## config.mk

```make
export PLATFORM = sky130hd
export DESIGN_NAME = qspi_master
export DESIGN_NICKNAME = d
export VERILOG_FILES = /design/src/rtl/qspi_pkg.sv /design/src/rtl/qspi_shifter.sv /design/src/rtl/qspi_seq.sv /design/src/rtl/qspi_master.sv
export SDC_FILE = /design/constraint.sdc
export NUM_CORES = 1
export LEC_CHECK = 0
export BUFFER_PORTS_ARGS = -buffer_cell sky130_fd_sc_hd__buf_2
export CORE_MARGIN = 4
export CORE_UTILIZATION = 55
export DETAILED_ROUTE_END_ITERATION = 12
export HOLD_SLACK_MARGIN = 0.15
export PLACE_DENSITY = 0.79
export SKIP_CTS_REPAIR_TIMING = 1
export SYNTH_ARGS = -nofsm -noshare
export SYNTH_HDL_FRONTEND = slang
export SYNTH_SLANG_ARGS = --single-unit
export TNS_END_PERCENT = 5
```

## constraint.sdc

```tcl
create_clock -name clk -period 8.25 [get_ports clk]
set_clock_uncertainty 0.1 [all_clocks]
set_input_delay 1.65 -clock clk [delete_from_list [all_inputs] [get_ports clk]]
set_output_delay 1.65 -clock clk [all_outputs]
set_load 0.1 [all_outputs]
```

## src/rtl/qspi_pkg.sv

```systemverilog
package qspi_pkg;
  localparam int CS_W = 4;

  typedef enum logic [1:0] {SQ_IDLE, SQ_LEAD, SQ_XFER, SQ_GAP} sq_state_e;

  typedef struct packed {
    logic            keep;
    logic [CS_W-1:0] lvl;
  } qcmd_t;

  // length code -> bit count
  function automatic logic [4:0] word_bits(input logic [3:0] code);
    if (code == 4'd0)      return 5'd16;
    else if (code < 4'd8)  return 5'd8;
    else                   return {1'b0, code};
  endfunction
endpackage

```

## src/rtl/qspi_shifter.sv

```systemverilog
module qspi_shifter #(
  parameter int DW   = 16,
  parameter int DIVW = 8
) (
  input  logic            clk,
  input  logic            rst_n,
  input  logic            start,
  input  logic            cpol,
  input  logic            cpha,
  input  logic            loop,
  input  logic [4:0]      nbits,
  input  logic [DIVW-1:0] div,
  input  logic [DW-1:0]   tx,
  input  logic            miso,
  output logic            sck,
  output logic            mosi,
  output logic            busy,
  output logic            done,
  output logic [DW-1:0]   rx
);
  logic [DIVW-1:0] hc;
  logic [5:0]      eidx;
  logic            ph;
  logic [DW-1:0]   sh;
  logic            din, tick, lead;
  logic [DW-1:0]   aligned;

  assign aligned = tx << (DW - int'(nbits));
  assign din     = loop ? mosi : miso;
  assign tick    = busy && (hc == div - 1'b1);
  assign lead    = !ph;
  assign sck     = cpol ^ ph;

  always_ff @(posedge clk or negedge rst_n) begin
    if (!rst_n) begin
      busy <= 1'b0; done <= 1'b0; hc <= '0; eidx <= '0; ph <= 1'b0;
      sh <= '0; rx <= '0; mosi <= 1'b0;
    end else begin
      done <= 1'b0;
      if (!busy) begin
        if (start && div != '0) begin
          busy <= 1'b1; hc <= '0; eidx <= '0; ph <= 1'b0;
          sh <= aligned; rx <= '0;
          if (!cpha) mosi <= aligned[DW-1];
        end
      end else if (tick) begin
        hc   <= '0;
        ph   <= ~ph;
        eidx <= eidx + 1'b1;
        if (lead ^ cpha) begin
          rx <= {rx[DW-2:0], din};
        end else if (cpha) begin
          mosi <= sh[DW-1];
          sh   <= sh << 1;
        end else begin
          mosi <= sh[DW-2];
          sh   <= sh << 1;
        end
        if (eidx == {nbits, 1'b0} - 6'd1) begin
          busy <= 1'b0;
          done <= 1'b1;
        end
      end else begin
        hc <= hc + 1'b1;
      end
    end
  end
endmodule

```

## src/rtl/qspi_seq.sv

```systemverilog
module qspi_seq
  import qspi_pkg::*;
#(
  parameter int PW   = 4,
  parameter int DLYW = 8
) (
  input  logic            clk,
  input  logic            rst_n,
  input  logic            go,
  input  logic            div_nz,
  input  logic [PW-1:0]   first_ptr,
  input  logic [PW-1:0]   last_ptr,
  input  logic [PW-1:0]   wrap_ptr,
  input  logic            wrap_en,
  input  logic            halt_en,
  input  logic [DLYW-1:0] lead_dly,
  input  logic [DLYW-1:0] gap_dly,
  input  qcmd_t           cmd,
  input  logic            sh_done,
  output logic [PW-1:0]   ptr,
  output logic            running,
  output logic            sh_start,
  output logic            rx_we,
  output logic            eoq,
  output logic            halt_evt,
  output logic [CS_W-1:0] cs_n
);
  sq_state_e       st;
  logic [DLYW-1:0] cnt;
  logic            gap_end;

  always_comb begin
    running  = (st != SQ_IDLE);
    sh_start = (st == SQ_LEAD) && (cnt >= lead_dly) && div_nz;
    rx_we    = (st == SQ_XFER) && sh_done;
    gap_end  = (st == SQ_GAP) && (cnt >= gap_dly);
    eoq      = gap_end && (ptr == last_ptr);
    halt_evt = eoq && halt_en;
    case (st)
      SQ_LEAD, SQ_XFER: cs_n = cmd.lvl;
      SQ_GAP:           cs_n = cmd.keep ? cmd.lvl : '1;
      default:          cs_n = '1;
    endcase
  end

  always_ff @(posedge clk or negedge rst_n) begin
    if (!rst_n) begin
      st <= SQ_IDLE; cnt <= '0; ptr <= '0;
    end else begin
      case (st)
        SQ_IDLE: if (go) begin
          st <= SQ_LEAD; ptr <= first_ptr; cnt <= '0;
        end
        SQ_LEAD: begin
          if (sh_start)             st  <= SQ_XFER;
          else if (cnt < lead_dly)  cnt <= cnt + 1'b1;
        end
        SQ_XFER: if (sh_done) begin
          st <= SQ_GAP; cnt <= '0;
        end
        default: begin
          if (gap_end) begin
            cnt <= '0;
            if (eoq) begin
              if (halt_en)      st <= SQ_IDLE;
              else if (wrap_en) begin ptr <= wrap_ptr; st <= SQ_LEAD; end
              else              st <= SQ_IDLE;
            end else begin
              ptr <= ptr + 1'b1; st <= SQ_LEAD;
            end
          end else begin
            cnt <= cnt + 1'b1;
          end
        end
      endcase
    end
  end
endmodule

```

## src/rtl/qspi_master.sv

```systemverilog
module qspi_master
  import qspi_pkg::*;
#(
  parameter int QD   = 16,
  parameter int DW   = 16,
  parameter int DIVW = 8,
  parameter int DLYW = 8
) (
  input  logic        clk,
  input  logic        rst_n,
  input  logic        reg_we,
  input  logic [5:0]  reg_addr,
  input  logic [15:0] reg_wdata,
  output logic [15:0] reg_rdata,
  output logic        sck,
  output logic        mosi,
  input  logic        miso,
  output logic [3:0]  cs_n,
  output logic        irq
);
  localparam int PW = $clog2(QD);

  logic            cfg_cpol, cfg_cpha, cfg_loop;
  logic [3:0]      cfg_len;
  logic [DIVW-1:0] cfg_div;
  logic [DLYW-1:0] lead_dly, gap_dly;
  logic [PW-1:0]   first_ptr, last_ptr, wrap_ptr;
  logic            wrap_en, halt_en, done_ie, halt_ie;
  logic            done_f, halt_f;

  logic [DW-1:0]   tx_mem  [QD];
  qcmd_t           cmd_mem [QD];
  logic [DW-1:0]   rx_mem  [QD];

  logic [PW-1:0]   ptr;
  logic            running, sh_start, sh_busy, sh_done, rx_we, eoq, halt_evt, go;
  logic [DW-1:0]   sh_rx;
  logic [1:0]      region;
  logic [PW-1:0]   idx;

  assign region = reg_addr[5:4];
  assign idx    = reg_addr[PW-1:0];
  assign go     = reg_we && reg_addr == 6'h04 && reg_wdata[0] && !running;
  assign irq    = (done_f && done_ie) || (halt_f && halt_ie);

  always_ff @(posedge clk or negedge rst_n) begin
    if (!rst_n) begin
      {cfg_cpol, cfg_cpha, cfg_loop} <= '0;
      cfg_len <= '0; cfg_div <= '0; lead_dly <= '0; gap_dly <= '0;
      first_ptr <= '0; last_ptr <= '0; wrap_ptr <= '0;
      {wrap_en, halt_en, done_ie, halt_ie} <= '0;
      done_f <= 1'b0; halt_f <= 1'b0;
    end else begin
      if (reg_we && region == 2'd0) begin
        case (reg_addr[3:0])
          4'h0: begin
            cfg_cpol <= reg_wdata[0]; cfg_cpha <= reg_wdata[1];
            cfg_loop <= reg_wdata[2]; cfg_len  <= reg_wdata[7:4];
          end
          4'h1: cfg_div <= reg_wdata[DIVW-1:0];
          4'h2: begin lead_dly <= reg_wdata[7:0]; gap_dly <= reg_wdata[15:8]; end
          4'h3: begin
            first_ptr <= reg_wdata[PW-1:0]; last_ptr <= reg_wdata[4+:PW];
            wrap_ptr  <= reg_wdata[8+:PW];
            {halt_ie, done_ie, halt_en, wrap_en} <= reg_wdata[15:12];
          end
          4'h5: begin
            if (reg_wdata[0]) done_f <= 1'b0;
            if (reg_wdata[1]) halt_f <= 1'b0;
          end
          default: ;
        endcase
      end
      if (eoq)      done_f <= 1'b1;
      if (halt_evt) halt_f <= 1'b1;
    end
  end

  always_ff @(posedge clk or negedge rst_n) begin
    if (!rst_n) begin
      for (int i = 0; i < QD; i++) begin
        tx_mem[i] <= '0; cmd_mem[i] <= '{keep: 1'b0, lvl: '1}; rx_mem[i] <= '0;
      end
    end else begin
      if (reg_we && region == 2'd1) tx_mem[idx]  <= reg_wdata[DW-1:0];
      if (reg_we && region == 2'd2) cmd_mem[idx] <= reg_wdata[CS_W:0];
      if (rx_we)                    rx_mem[ptr]  <= sh_rx;
    end
  end

  always_comb begin
    reg_rdata = '0;
    case (region)
      2'd1: reg_rdata = tx_mem[idx];
      2'd2: reg_rdata = 16'(cmd_mem[idx]);
      2'd3: reg_rdata = rx_mem[idx];
      default: case (reg_addr[3:0])
        4'h0: reg_rdata = {8'd0, cfg_len, 1'b0, cfg_loop, cfg_cpha, cfg_cpol};
        4'h1: reg_rdata = 16'(cfg_div);
        4'h2: reg_rdata = {gap_dly, lead_dly};
        4'h3: reg_rdata = {halt_ie, done_ie, halt_en, wrap_en, 4'(wrap_ptr),
                           4'(last_ptr), 4'(first_ptr)};
        4'h4: reg_rdata = {15'd0, running};
        4'h5: reg_rdata = {8'd0, 4'(ptr), 2'd0, halt_f, done_f};
        default: reg_rdata = '0;
      endcase
    endcase
  end

  qspi_seq #(.PW(PW), .DLYW(DLYW)) u_seq (
    .clk, .rst_n, .go, .div_nz(cfg_div != '0),
    .first_ptr, .last_ptr, .wrap_ptr, .wrap_en, .halt_en,
    .lead_dly, .gap_dly, .cmd(cmd_mem[ptr]), .sh_done,
    .ptr, .running, .sh_start, .rx_we, .eoq, .halt_evt, .cs_n
  );

  qspi_shifter #(.DW(DW), .DIVW(DIVW)) u_shift (
    .clk, .rst_n, .start(sh_start), .cpol(cfg_cpol), .cpha(cfg_cpha),
    .loop(cfg_loop), .nbits(word_bits(cfg_len)), .div(cfg_div),
    .tx(tx_mem[ptr]), .miso, .sck, .mosi, .busy(sh_busy), .done(sh_done),
    .rx(sh_rx)
  );
endmodule

```

# Word level (Yosys, flattened, before mapping)
# Index checks and enable logic that the tools add are counted.
[word_totals]
out_inout_bits = 23
register_bits = 705
elab_cells = 278
in_bits = 26
[op_classes]
bitwise_logic = 6
n_mux = 89
n_reduce_logical = 50
n_eq_ne = 26
n_lt_le_gt_ge = 8
addsub = 7
n_shift = 1
[ops]
columns = ["op", "count"]
rows = [
  ["bitwise mux 256 bit", 2],
  ["two-way mux 16 bit", 16],
  ["binary-select mux 16 bit (select 4 bit)", 3],
  ["demux 16 bit (select 4 bit)", 2],
  ["case mux 16 bit (6 select lines)", 1],
  ["bitwise mux 80 bit", 1],
  ["two-way mux 8 bit", 8],
  ["case mux 16 bit (3 select lines)", 1],
  ["binary-select mux 5 bit (select 4 bit)", 2],
  ["left shift 16 x 32 -> 16 bit", 1],
  ["two-way mux 5 bit", 6],
  ["two-way mux 4 bit", 7],
  ["two-way mux 1 bit", 26],
  ["case mux 8 bit (3 select lines)", 1],
  ["demux 5 bit (select 4 bit)", 1],
  ["logical AND 1 bit", 18],
  ["two-way mux 6 bit", 3],
  ["nonzero test 2 bit", 9],
  ["adder 8 x 1 -> 8 bit (second input constant)", 2],
  ["greater-or-equal comparator 8 bit", 2],
  ["case mux 4 bit (2 select lines)", 2],
  ["two-way mux 2 bit", 6],
  ["inequality test 2 bit (second input constant)", 6],
  ["AND reduction 3 bit", 4],
  ["other kinds (34)", 57],
]

# Logic depth before layout (Yosys ltp)
[logic_depth]
word_depth = 8
depth_mapped = 13
depth_no_buf = 10

# Hierarchy
# Synthesis repeated with hierarchy kept, for this count alone.
[hier_totals]
hier_cells = 2597
area_unflattened_um2 = 37018.0
[modules_own_cells]
columns = ["module", "n_inst", "seq_area_each_um2", "area_each_um2", "cells_per_inst"]
rows = [
  ["qspi_master", 1, 16120.5, 31974.4, 2011],
  ["qspi_shifter", 1, 1251.2, 3555.9, 404],
  ["qspi_seq", 1, 350.3, 1487.7, 182],
]

# Least setup slack after synthesis
# Ideal clock, no wire load.
[synth_path]
path_kind = "input -> output"
from = "input reg_addr[1]"
to = "output reg_rdata[10]"
path_stages = 8
path_buffers = 4
t_arrival_ns = 5.306
t_required_ns = 6.500
slack_ns = 1.194
cell_sequence = "buf_2 > clkbuf_1 > buf_2 > nand2_1 > nor2_1 > clkbuf_1 > a22oi_1 > o21ai_0"
[synth_between]
elab_chain_cells = 5
word_cells_on_any_way = 15
cone_classes = "eq/ne (5); mux (8); bitwise (1); reduce/logical (1)"
[synth_lines]
columns = ["item", "line_no", "rtl"]
rows = [
  ["start, declared", "qspi_master.sv:12", "input logic [5:0] reg_addr,"],
  ["inverter 4 -> 5 bit (not written as such)", "qspi_master.sv:94, qspi_master.sv:96", ""],
  ["binary-select mux 16 bit (select 4 bit), on equally long branches", "qspi_master.sv:96, qspi_master.sv:94", ""],
  ["two-way mux 16 bit, on equally long branches (2 in a row)", "qspi_master.sv:96, qspi_master.sv:94", ""],
  ["case mux 16 bit (3 select lines) (*)", "qspi_master.sv:93", "case (region)"],
  ["end, declared", "qspi_master.sv:14", "output logic [15:0] reg_rdata,"],
]
# Mark *: on every way between the ends. The rest lies on a longest branch, timed or not. The select of a mux whose other input is x is not followed.

# Worst setup path after layout
[layout_path]
from = "input reg_addr[1]"
to = "output reg_rdata[11]"
# The elaborated chain is that of the path after synthesis.

==> key figures <==
Critical path
  • Worst Setup End Kind: output port
  • CP max stage delay: 0.97 ns
  • R2R Setup Slk: 4.22 ns
  • CP startpoint kind: input pin
  • Crit path kind: input pin to output port
  • Reg2reg end: u_shift.sh[15]
  • Reg2reg start: u_seq.ptr[1]
  • Reg2reg path depth: 9
  • Worst Path Required: 6.50 ns
  • Max Fanout on Critical Path: 82
  • Cells along the critical path: buf_6 -> nand2_1 -> nor2_1 -> a22oi_1 -> o21ai_0 -> buf_2
  • CP max stage cell: nor2_1
  • Worst EP arrival: 5.08 ns

GRT
  • Global Route Usage Sum: 27.7%
  • Initial antenna violation count: 6
  • First-pass GRT wire length: 150 mm
  • Number of global-route vias before repair: 24,300
  • Gr ovfl total: 0
  • Largest net degree at the start of global routing: 189

STA
  • RSZ-0062 raised after global routing: no
  • Slew headroom: 12.2%
  • Endpoints failing setup: 0
  • Final Hold Fails: 0
  • Minimum clock period: 6.83 ns
  • Setup WS post-layout: 1.42 ns
  • Slew Limit Fails: 0
  • Sum of negative setup slack: 0 ns
  • Slew at the pin closest to its max-slew limit: 1.32 ns
  • Fmax: 146 MHz
  • Hold slack: 0.394 ns
  • Post-route clock period utilization: 82.8%

CTS
  • Skew-Pair Late Insertion Delay: 0.63 ns
  • Max clock buf depth: 3
  • CTS clk-pin slew, worst paths: 0.06 ns
  • CTS tree: done
  • Clock sink count: 705
  • H-tree depth: 3
  • CTS buffer count: 76
  • CTS root buf: clkbuf_16

Finish
  • Multi-input logic area: 17,900 sq um
  • Fill count: 4,727
  • Layout Nets: 2,546
  • Final Non-Filler Cells: 3,412
  • Final core occ: 60.7%
  • Post-route cell area: 40,000 sq um
  • Register area: 17,700 sq um
  • Synthesis-to-finish area growth: 9.43%
  • Layout cells sized above 1: 49.1%

Power
  • Leakage power: 17.9 nW
  • Total power: 10.2 mW
  • PD cells: 254 nW/um^2
  • Worst VDD drop: 186 uV

Place
  • Placed insts: 3,277
  • Dpl hpwl: 60.1 mm
  • Placement-stage cell area: 37,500 sq um
  • Routability cong.: 0.947
  • Port Buffers: 48
  • Post-place setup slack: 1.45 ns

Worst hold path
  • Hold EP: u_shift.sh[9]
  • Hold path start: u_shift.sh[9]
  • Hold Crit Class: flop to flop
  • Number of stages on the worst hold path: 2

Detailed routing
  • Initial DRT Pass Iterations: 6
  • Drt wl/cell: 28.3 microns
  • DR iter-0 viols: 2,428
  • Final ANT Viol Nets: 0
  • Routed WL: 96.7 mm
  • Vias per std cell: 6.80
  • Final routed DRC violation total: 0
  • Vias post-DR: 23,200

Synth
  • EDFF count, synth: 0
  • Synth area leader: dfrtp_1
  • Synth unique cells: 65
  • Synth Area per Inst: 14.5 sq um
  • Register area share after synthesis: 48.5%
  • Ys Warns: 0
  • Post-synth ARST share: 100%
  • Yosys top cell area share: 43.9%
  • Syn Inst Count: 2,523
  • Synth area leaders: dfrtp_1 (44%), mux2_2 (21%), mux4_2 (17%)
  • Syn Std Cell Area: 36,600 sq um
  • Register bit count reported by yosys: 705
  • Top_reg_cell synth: dfrtp_1
  • Syn nets: 2,578

Die
  • # IOs: 49
  • FP Rows: 94
  • Die width: 266 microns
  • Initial Util: 55.5%
  • Die area: 70,600 sq um
  • Core Footprint: 65,900 sq um
  • Die Height: 266 microns

Status
  • Status: complete, no violations

Flow run
  • Total of max-cap violations: 0
## power breakdown
part | total [mW] | switching [mW] | internal, mW | leakage (nW)
registers | 4.21 | 0.382 | 3.82 | 9.35
logic | 2.56 | 1.46 | 1.10 | 7.35
clock network | 3.39 | 1.39 | 1.99 | 1.21
total | 10.2 | 3.24 | 6.92 | 17.9
## worst max-delay path: cells and delay by family
kind                   cells  cell delay (ns)
AND/OR/NAND/NOR            2             1.55
buffers and inverters      2             1.12
AO/OA/AOI/OAI              2             0.69
## Yosys cell counts (all sizes together) (4+ instances only)
| cell | number |
|---|---|
| a22o | 9 |
| and3 | 9 |
| a21oi | 35 |
| mux2i | 30 |
| o41ai | 4 |
| o22ai | 7 |
| xor2 | 10 |
| a21o | 12 |
| mux4 | 282 |
| nor4 | 8 |
| buf | 66 |
| a221oi | 5 |
| or3 | 7 |
| nor3 | 24 |
| a31oi | 8 |
| a222oi | 5 |
| xnor2 | 21 |
| nor2 | 67 |
| and2 | 7 |
| o211ai | 12 |
| nand2b | 19 |
| nor2b | 12 |
| inv | 33 |
| nand4 | 6 |
| dfrtp | 641 |
| o31ai | 5 |
| mux2 | 669 |
| clkbuf | 140 |
| nand2 | 120 |
| ha | 29 |
| a211oi | 5 |
| dfstp | 64 |
| nand3 | 27 |
| o21ai | 71 |
| o221ai | 5 |
| a22oi | 20 |
## sequential cells by signal (all words and copies together), names as in the netlist, 2 cells and up
| register | count |
|---|---|
| cfg_div | 8 |
| cfg_len | 4 |
| cmd_mem | 80 |
| first_ptr | 4 |
| gap_dly | 8 |
| last_ptr | 4 |
| lead_dly | 8 |
| rx_mem | 256 |
| tx_mem | 256 |
| u_seq.cnt | 8 |
| u_seq.ptr | 4 |
| u_seq.st | 2 |
| u_shift.eidx | 6 |
| u_shift.hc | 8 |
| u_shift.rx | 16 |
| u_shift.sh | 16 |
| wrap_ptr | 4 |
## per-layer routing
layer / up-vias / global-route usage, % / wire length [microns]
met3: 247 / 6.18 / 7930
met2: 1066 / 43.1 / 46000
met5: - / 0 / 46
met1: 12400 / 38.0 / 38400
met4: 6 / 11.9 / 4300
li1: 9512 / - / -
## layout make-up
type / instances / area share [%]
antenna: 2 / 0.0125
clock buffer: 114 / 5.56
clock inverter: 19 / 0.569
inverter: 33 / 0.310
multi-input combinational: 1579 / 44.8
sequential: 705 / 44.3
tap: 864 / 2.70
timing repair buffer: 96 / 1.73
## how the worst max path moves through the flow
stage,cells after the start,end,slack (ns),from
after floorplan,8,reg_rdata[10],1.19,reg_addr[1]
after global placement,8,reg_rdata[4],1.47,reg_addr[0]
after detailed placement,8,reg_rdata[4],1.45,reg_addr[0]
after CTS,8,reg_rdata[4],1.44,reg_addr[0]
after global routing,6,reg_rdata[12],1.30,reg_addr[1]
final,6,reg_rdata[11],1.42,reg_addr[1]
## layout by cell type, fill, tap and decap left out, drive strengths merged, types with 30 or more instances in the layout
cell,count
a21oi,35
buf,96
clkbuf,114
dfrtp,641
dfstp,64
inv,39
mux2,669
mux2i,30
mux4,282
nand2,120
nor2,67
o21ai,71
## logic make-up (layout without fill, tap and decap cells)
| family | Yosys count | in the layout | share of synthesized area, % |
|---|---|---|---|
| DFF | 705 | 705 | 48.5 |
| xor gates and xnor gates | 31 | 31 | 0.743 |
| other | 0 | 2 | 0 |
| muxes | 981 | 981 | 38.9 |
| AOI/OAI and AO/OA | 223 | 223 | 4.03 |
| buffers and inverters | 239 | 262 | 2.82 |
| and+or+nand+nor | 315 | 315 | 4.01 |
| adders and majority gates | 29 | 29 | 0.993 |
Note: power is estimated with default switching activity, not from simulation.
